--- src/rtl/hist_pkg.sv ---
package hist_pkg;

  typedef enum logic {
    PG_A = 1'b0,
    PG_B = 1'b1
  } page_e;

  function automatic page_e other_page(input page_e p);
    return (p == PG_A) ? PG_B : PG_A;
  endfunction

endpackage

--- src/rtl/hist_page_ram.sv ---
module hist_page_ram #(
  parameter int unsigned DEPTH  = 16,
  parameter int unsigned ADDR_W = 4,
  parameter int unsigned WORD_W = 7
) (
  input  logic              clk,
  input  logic              we,
  input  logic [ADDR_W-1:0] waddr,
  input  logic [WORD_W-1:0] wdata,
  input  logic              re,
  input  logic [ADDR_W-1:0] raddr,
  output logic [WORD_W-1:0] rdata
);

  logic [WORD_W-1:0] store [DEPTH];

  // storage without reset; contents are qualified by the touch map
  always_ff @(posedge clk) begin
    if (we) begin
      store[waddr] <= wdata;
    end
  end

  // registered read, returns contents before a same-edge write
  always_ff @(posedge clk) begin
    if (re) begin
      rdata <= store[raddr];
    end
  end

endmodule

--- src/rtl/hist_touch_map.sv ---
module hist_touch_map
  import hist_pkg::*;
#(
  parameter int unsigned NUM_BINS = 16,
  parameter int unsigned ADDR_W   = 4
) (
  input  logic                     clk,
  input  logic                     rst_n,
  input  logic                     clr_en,
  input  page_e                    clr_page,
  input  logic                     set_en,
  input  page_e                    set_page,
  input  logic [ADDR_W-1:0]        set_addr,
  output logic [1:0][NUM_BINS-1:0] touched
);

  logic [1:0][NUM_BINS-1:0] touched_nxt;

  // set wins over clear; the two never target the same page in one cycle
  always_comb begin
    touched_nxt = touched;
    if (clr_en) begin
      touched_nxt[clr_page] = '0;
    end
    if (set_en) begin
      touched_nxt[set_page][set_addr] = 1'b1;
    end
  end

  always_ff @(posedge clk or negedge rst_n) begin
    if (!rst_n) begin
      touched <= '0;
    end else begin
      touched <= touched_nxt;
    end
  end

endmodule

--- src/rtl/hist_rmw_stage.sv ---
module hist_rmw_stage
  import hist_pkg::*;
#(
  parameter int unsigned ADDR_W = 4,
  parameter int unsigned CNT_W  = 7
) (
  input  logic                  clk,
  input  logic                  rst_n,
  input  logic                  smp_en,
  input  page_e                 smp_page,
  input  logic [ADDR_W-1:0]     smp_bin,
  input  logic [1:0][CNT_W-1:0] page_rdata,
  input  logic                  cur_known,
  output logic                  wr_en,
  output page_e                 wr_page,
  output logic [ADDR_W-1:0]     wr_addr,
  output logic [CNT_W-1:0]      wr_data
);

  // stage 1: sample waiting for its read data
  logic              s1_vld, s1_vld_nxt;
  page_e             s1_pg;
  logic [ADDR_W-1:0] s1_bin;

  // write-back record of the increment committed at the last edge
  logic              wb_vld, wb_vld_nxt;
  page_e             wb_pg;
  logic [ADDR_W-1:0] wb_bin;
  logic [CNT_W-1:0]  wb_val;

  logic              fwd_hit;
  logic [CNT_W-1:0]  stored_cnt;
  logic [CNT_W-1:0]  base_cnt;

  always_comb begin
    stored_cnt = page_rdata[s1_pg];
    fwd_hit    = wb_vld && (wb_pg == s1_pg) && (wb_bin == s1_bin);
    if (fwd_hit) begin
      base_cnt = wb_val;
    end else if (cur_known) begin
      base_cnt = stored_cnt;
    end else begin
      base_cnt = '0;
    end
    s1_vld_nxt = smp_en;
    wb_vld_nxt = s1_vld;
  end

  assign wr_en   = s1_vld;
  assign wr_page = s1_pg;
  assign wr_addr = s1_bin;
  assign wr_data = base_cnt + CNT_W'(1);

  always_ff @(posedge clk or negedge rst_n) begin
    if (!rst_n) begin
      s1_vld <= 1'b0;
      s1_pg  <= PG_A;
      s1_bin <= '0;
    end else begin
      s1_vld <= s1_vld_nxt;
      if (smp_en) begin
        s1_pg  <= smp_page;
        s1_bin <= smp_bin;
      end
    end
  end

  always_ff @(posedge clk or negedge rst_n) begin
    if (!rst_n) begin
      wb_vld <= 1'b0;
      wb_pg  <= PG_A;
      wb_bin <= '0;
      wb_val <= '0;
    end else begin
      wb_vld <= wb_vld_nxt;
      if (s1_vld) begin
        wb_pg  <= s1_pg;
        wb_bin <= s1_bin;
        wb_val <= wr_data;
      end
    end
  end

  // back-to-back hits on one bin must step the count by one each time
  assert_fwd_chain_R7: assert property (@(posedge clk) disable iff (!rst_n)
    (wr_en && $past(wr_en) && (wr_page == $past(wr_page)) && (wr_addr == $past(wr_addr)))
      |-> (wr_data == $past(wr_data) + CNT_W'(1)));

  // an increment never wraps to zero when an interval stays within its sample budget
  assert_no_overflow_R11: assert property (@(posedge clk) disable iff (!rst_n)
    wr_en |-> (wr_data != '0));

endmodule

--- src/rtl/stream_histogram.sv ---
module stream_histogram
  import hist_pkg::*;
#(
  parameter int unsigned DATA_W           = 8,
  parameter int unsigned NUM_BINS         = 16,
  parameter int unsigned SAMPLES_PER_SYNC = 64,
  localparam int unsigned ADDR_W = (NUM_BINS > 1) ? $clog2(NUM_BINS) : 1,
  localparam int unsigned CNT_W  = $clog2(SAMPLES_PER_SYNC + 1)
) (
  input  logic              clk,
  input  logic              rst_n,
  input  logic              in_valid,
  input  logic              in_sync,
  input  logic [DATA_W-1:0] in_data,
  input  logic              mem_rd_en,
  input  logic [ADDR_W-1:0] mem_rd_addr,
  input  logic              mem_wr_en,
  input  logic [CNT_W-1:0]  mem_wr_data,
  output logic              mem_rd_valid,
  output logic [CNT_W-1:0]  mem_rd_data
);

  // page roles
  page_e acc_pg, acc_pg_nxt, hold_pg_nxt;

  // sample path
  logic [ADDR_W-1:0]        in_bin;
  logic                     wr_en;
  page_e                    wr_page;
  logic [ADDR_W-1:0]        wr_addr;
  logic [CNT_W-1:0]         wr_data;
  logic                     cur_known;
  logic [1:0][CNT_W-1:0]    page_rdata;
  logic [1:0][NUM_BINS-1:0] touched;

  // host read path
  logic  rdv_q, rdv_nxt;
  page_e rd_pg_q;
  logic  rd_known_q;

  // the write port of the memory interface is accepted and discarded
  logic unused_inputs;
  assign unused_inputs = mem_wr_en ^ (^mem_wr_data) ^ (^in_data);

  assign in_bin = in_data[DATA_W-1 -: ADDR_W];

  always_comb begin
    acc_pg_nxt  = in_sync ? other_page(acc_pg) : acc_pg;
    hold_pg_nxt = other_page(acc_pg_nxt);
    rdv_nxt     = mem_rd_en;
    cur_known   = touched[wr_page][wr_addr];
  end

  always_ff @(posedge clk or negedge rst_n) begin
    if (!rst_n) begin
      acc_pg <= PG_A;
    end else if (in_sync) begin
      acc_pg <= acc_pg_nxt;
    end
  end

  // one storage page per role slot; each page serves whichever role it holds
  for (genvar p = 0; p < 2; p++) begin : g_page
    logic              pg_is_acc;
    logic              pg_re;
    logic [ADDR_W-1:0] pg_raddr;
    logic              pg_we;

    assign pg_is_acc = (acc_pg_nxt == page_e'(p));
    assign pg_re     = pg_is_acc ? in_valid : mem_rd_en;
    assign pg_raddr  = pg_is_acc ? in_bin : mem_rd_addr;
    assign pg_we     = wr_en && (wr_page == page_e'(p));

    hist_page_ram #(
      .DEPTH (NUM_BINS),
      .ADDR_W(ADDR_W),
      .WORD_W(CNT_W)
    ) u_ram (
      .clk  (clk),
      .we   (pg_we),
      .waddr(wr_addr),
      .wdata(wr_data),
      .re   (pg_re),
      .raddr(pg_raddr),
      .rdata(page_rdata[p])
    );
  end

  hist_touch_map #(
    .NUM_BINS(NUM_BINS),
    .ADDR_W  (ADDR_W)
  ) u_touch (
    .clk     (clk),
    .rst_n   (rst_n),
    .clr_en  (in_sync),
    .clr_page(acc_pg_nxt),
    .set_en  (wr_en),
    .set_page(wr_page),
    .set_addr(wr_addr),
    .touched (touched)
  );

  hist_rmw_stage #(
    .ADDR_W(ADDR_W),
    .CNT_W (CNT_W)
  ) u_rmw (
    .clk       (clk),
    .rst_n     (rst_n),
    .smp_en    (in_valid),
    .smp_page  (acc_pg_nxt),
    .smp_bin   (in_bin),
    .page_rdata(page_rdata),
    .cur_known (cur_known),
    .wr_en     (wr_en),
    .wr_page   (wr_page),
    .wr_addr   (wr_addr),
    .wr_data   (wr_data)
  );

  always_ff @(posedge clk or negedge rst_n) begin
    if (!rst_n) begin
      rdv_q      <= 1'b0;
      rd_pg_q    <= PG_B;
      rd_known_q <= 1'b0;
    end else begin
      rdv_q <= rdv_nxt;
      if (mem_rd_en) begin
        rd_pg_q    <= hold_pg_nxt;
        rd_known_q <= touched[hold_pg_nxt][mem_rd_addr];
      end
    end
  end

  assign mem_rd_valid = rdv_q;
  assign mem_rd_data  = rd_known_q ? page_rdata[rd_pg_q] : '0;

  assert_rd_strobe_R2: assert property (@(posedge clk) disable iff (!rst_n)
    mem_rd_en |=> mem_rd_valid);

  assert_rd_quiet_R2: assert property (@(posedge clk) disable iff (!rst_n)
    !mem_rd_en |=> !mem_rd_valid);

  assert_fresh_page_R8: assert property (@(posedge clk) disable iff (!rst_n)
    in_sync |=> (touched[acc_pg] == '0));

  assert_hold_untouched_R9: assert property (@(posedge clk) disable iff (!rst_n)
    wr_en |-> (wr_page == acc_pg));

endmodule

--- config.mk ---
export PLATFORM = sky130hd
export DESIGN_NAME = stream_histogram
export DESIGN_NICKNAME = d
export VERILOG_FILES = /design/src/rtl/hist_pkg.sv /design/src/rtl/hist_page_ram.sv /design/src/rtl/hist_touch_map.sv /design/src/rtl/hist_rmw_stage.sv /design/src/rtl/stream_histogram.sv
export SDC_FILE = /design/constraint.sdc
export NUM_CORES = 1
export LEC_CHECK = 0
export BUFFER_PORTS_ARGS = -buffer_cell sky130_fd_sc_hd__buf_2
export CAP_MARGIN = 20
export CORE_MARGIN = 4
export CORE_UTILIZATION = 35
export CTS_CLUSTER_DIAMETER = 30
export DETAILED_ROUTE_END_ITERATION = 10
export GPL_ROUTABILITY_DRIVEN = 0
export PLACE_DENSITY_LB_ADDON = 0.15
export SLEW_MARGIN = 10
export SYNTH_ARGS = -nofsm -noshare
export SYNTH_HDL_FRONTEND = slang
export SYNTH_SLANG_ARGS = --single-unit
--- constraint.sdc ---
create_clock -name clk -period 5.75 [get_ports clk]
set_input_delay 0.575 -clock clk [delete_from_list [all_inputs] [get_ports clk]]
set_output_delay 0.575 -clock clk [all_outputs]
set_load 0.005 [all_outputs]
==> summary.txt <==
Layout
  – Nets@finish: 751
  – Share of cells above drive strength 1: 28.08%
  – Util after Layout: 42.14%
  – Inserted Diodes: 0
  – Area Overhead vs Synth: 18.92%

Clock tree
  – Post_cts resized: 0
  – H-tree depth: 2
  – CTS tree: yes
  – Num CTS Buffers: 47
  – Setup bufs post-CTS: 0
  – Clk_lat worst skew: 0.54 ns
  – Bufs on Longest Clock Path: 3
  – CTS Root Cell: clkbuf_16
  – Clk sink count: 293
  – Clock transition at path regs: 0.05 ns
  – Hold_buf cts: 0

Synth
  – Number of synthesized flops with an enable pin: 238
  – Asr flop ratio synth: 18.77%
  – Synth Instances: 675
  – Top cells by area, synth: edfxtp_1 (59%), mux4_2 (12%), dfrtp_1 (11%), mux2i_1 (3.6%), a21o_1 (2.0%)
  – Yosys warning count: 0
  – Seq/Total Area, Yosys: 69.82%
  – Top-area cell type share of the netlist area: 58.54%
  – Unique masters post-synth: 53
  – Syn avg cell area: 18.09 um2
  – Cell Area, Synth: 0.01221 mm2
  – Synthesis-stage register bit count: 293
  – Synth Flop Type: edfxtp_1
  – Post-synth top area cell: edfxtp_1
  – Synth Net Count: 701

Global routing
  – Grt ovf: 0
  – First-pass GRT wire length: 41430 um
  – Pin count of the biggest net entering global routing: 56
  – Overall routing resource usage: 14.49%
  – Initial antenna violation count: 0
  – Number of global-route vias before repair: 6640

Timing
  – Max-slew violation count: 0
  – Endpoints failing hold: 0
  – RSZ-0062 raised after global routing: no
  – Period minus WS final: 4.681 ns
  – Worst-Margin Slew: 1.044 ns
  – Setup Skew: 0.02458 ns
  – Relative max-transition margin: 29.02%
  – # setup viols final: 0
  – Sum of negative setup slack: 0 ns
  – Max frequency: 0.2136 GHz
  – Part of the cycle the worst path needs: 81.41%

Drt
  – Routed wire per std cell: 22.56 um
  – DRC Markers: 0
  – Routed WL: 27450 um
  – 1st-pass router iterations: 7
  – Initial DRC count: 449
  – Via Count: 6328
  – Post-route ant nets: 0
  – Avg Vias per Cell: 5.200

Power
  – LEAKAGE: 5.376 nW
  – Final Power: 7.340 mW
  – Clock share of power: 38.5%
  – Internal power: 5.259 mW
  – Comb pwr share: 22.0%
  – Switching power: 2.081 mW
  – Worst VDD drop: 0.2029 mV
  – Reg power frac: 39.5%
  – Switch share: 28.35%
  – PD cells: 505.6 mW/mm2

Placed design
  – DP HPWL: 17780 um
  – # port buffers: 20

Floorplan
  – Starting Density: 35.43%
  – Die Footprint: 0.03794 mm2
  – IO Count: 33
  – Chip Height: 194.8 um
  – Row Count: 68
  – Die width: 194.8 um
  – Core Box Area: 0.03446 mm2

Flow run
  – Max-Cap Viols: 0

Min path
  – Hold WC Path Type: input port to asynchronous set/reset pin

Run status
  – Status: finished clean

Critical path
  – Setup CP Type: flop to flop
  – CP Launch Type: flop
  – CP arrival: 5.05 ns
  – CP Capture Type: flop
  – CP Max Fanout: 23
  – Critical path required time: 6.12 ns
[cells in the mapped netlist, types with 3 or more instances]
| master | instances |
|---|---|
| a2bb2oi_1 | 3 |
| nand2b_1 | 3 |
| o21ai_0 | 6 |
| nor2_1 | 43 |
| a211oi_1 | 14 |
| a21o_1 | 32 |
| a21oi_1 | 17 |
| xor2_1 | 7 |
| nand3_1 | 6 |
| buf_2 | 9 |
| nand2_1 | 17 |
| nor3_1 | 5 |
| mux2_2 | 17 |
| buf_6 | 6 |
| nor2b_1 | 20 |
| mux4_2 | 63 |
| mux2i_1 | 44 |
| and2b_1 | 5 |
| xnor2_1 | 3 |
| dfrtp_1 | 54 |
| a221o_1 | 3 |
| inv_1 | 6 |
| clkbuf_1 | 13 |
| edfxtp_1 | 238 |
| o21a_1 | 3 |
[layout make-up]
cell class | instances | area (um2)
Fill cell | 2988 | 19940
Tap cell | 455 | 569.3
Multi-Input combinational cell | 339 | 3546
Clock buffer | 57 | 1308
Timing Repair Buffer | 37 | 231.5
Clock inverter | 29 | 314.1
Inverter | 7 | 26.28
Sequential cell | 293 | 8524
[registers in the layout (all words and copies together) (netlist names)]
signal / cells
u_rmw.wb_pg: 1
u_rmw.wb_bin: 4
g_page.u_ram.store: 224
u_rmw.wr_page: 1
g_page.u_ram.rdata: 14
rd_pg_q: 1
u_rmw.wr_addr: 4
u_rmw.wr_en: 1
acc_pg: 1
mem_rd_valid: 1
u_rmw.wb_val: 7
u_touch.touched: 32
u_rmw.wb_vld: 1
rd_known_q: 1
[routing by layer]
metal	up-vias	GRT usage, %	part of all wire [%]
met5	-	0	0
met4	0	4.086	1.8
met3	38	3.276	5.1
met2	165	22.49	47
met1	3316	20.75	46
li1	2809	-	-
[worst paths after layout]
check,startpoint,endpoint,slack [ns],cells past startpoint
min in group clk,mem_rd_en,mem_rd_valid$_DFF_PN0_,0.25,1
min,rst_n,mem_rd_valid$_DFF_PN0_,0.18,2
min reg2reg,u_touch.touched[28]$_DFF_PN0_,u_touch.touched[28]$_DFF_PN0_,0.50,1
max reg2reg,u_rmw.wr_page$_DFFE_PN0P_,g_page[0].u_ram.store[8][4]$_DFFE_PP_,1.07,11
max,u_rmw.wr_page$_DFFE_PN0P_,g_page[0].u_ram.store[8][4]$_DFFE_PP_,1.07,11
max in group asynchronous,rst_n,u_touch.touched[31]$_DFF_PN0_,5.06,2
[cell families (layout without fill, tap and decap cells)]
family | count (synthesis) | in the layout | synth area share (%)
buf+inv | 43 | 130 | 2.060
compound gates | 93 | 93 | 5.462
flops | 293 | 293 | 69.82
simple gates | 106 | 106 | 4.181
fa+ha+maj | 1 | 1 | 0.1025
mux | 129 | 129 | 17.66
xor+xnor | 10 | 10 | 0.7174
[layout by cell type (no fill, tap or decap), drive strengths merged, types with 17 or more instances in the layout]
master / n
mux2: 17
nor2: 43
edfxtp: 238
a21o: 32
mux2i: 46
dfrtp: 54
clkbuf: 57
a21oi: 17
buf: 37
nor2b: 20
mux4: 66
nand2: 17
[metrics by stage]
stage	hold WS, ns	std cells	area [um2]	worst slack (ns)
floorplan	0.2794	675	12210	1.258
global placement	0.4971	1130	12880	1.243
detailed placement	0.4988	1130	12880	1.084
CTS	0.1998	1216	14510	1.055
global route	0.2352	1217	14520	0.7959
finish	0.1846	1217	14520	1.069
[power groups by stage]
stage          Sequential, mW  Clock (mW)  Combinational, mW
4_1_cts                  2.90        2.87               1.64
2_1_floorplan            2.85           0               1.14
5_1_grt                  2.92        2.97               1.76
3_3_place_gp             2.94           0               1.59
3_5_place_dp             2.95           0               1.63
6_report                 2.90        2.82               1.62
[critical path: stages, from the launching register on]
cell and delay, ns:
dfrtp_1 1.03, mux2_2 0.32, a222oi_1 0.09, a22o_1 0.27, or4_4 0.59, o21ai_0 0.24, ha_2 0.27, inv_1 0.06
o31a_1 0.33, o21a_1 0.21, nor2_2 0.76, buf_4 0.33
No activity file was read; power rests on OpenSTA's default activity.
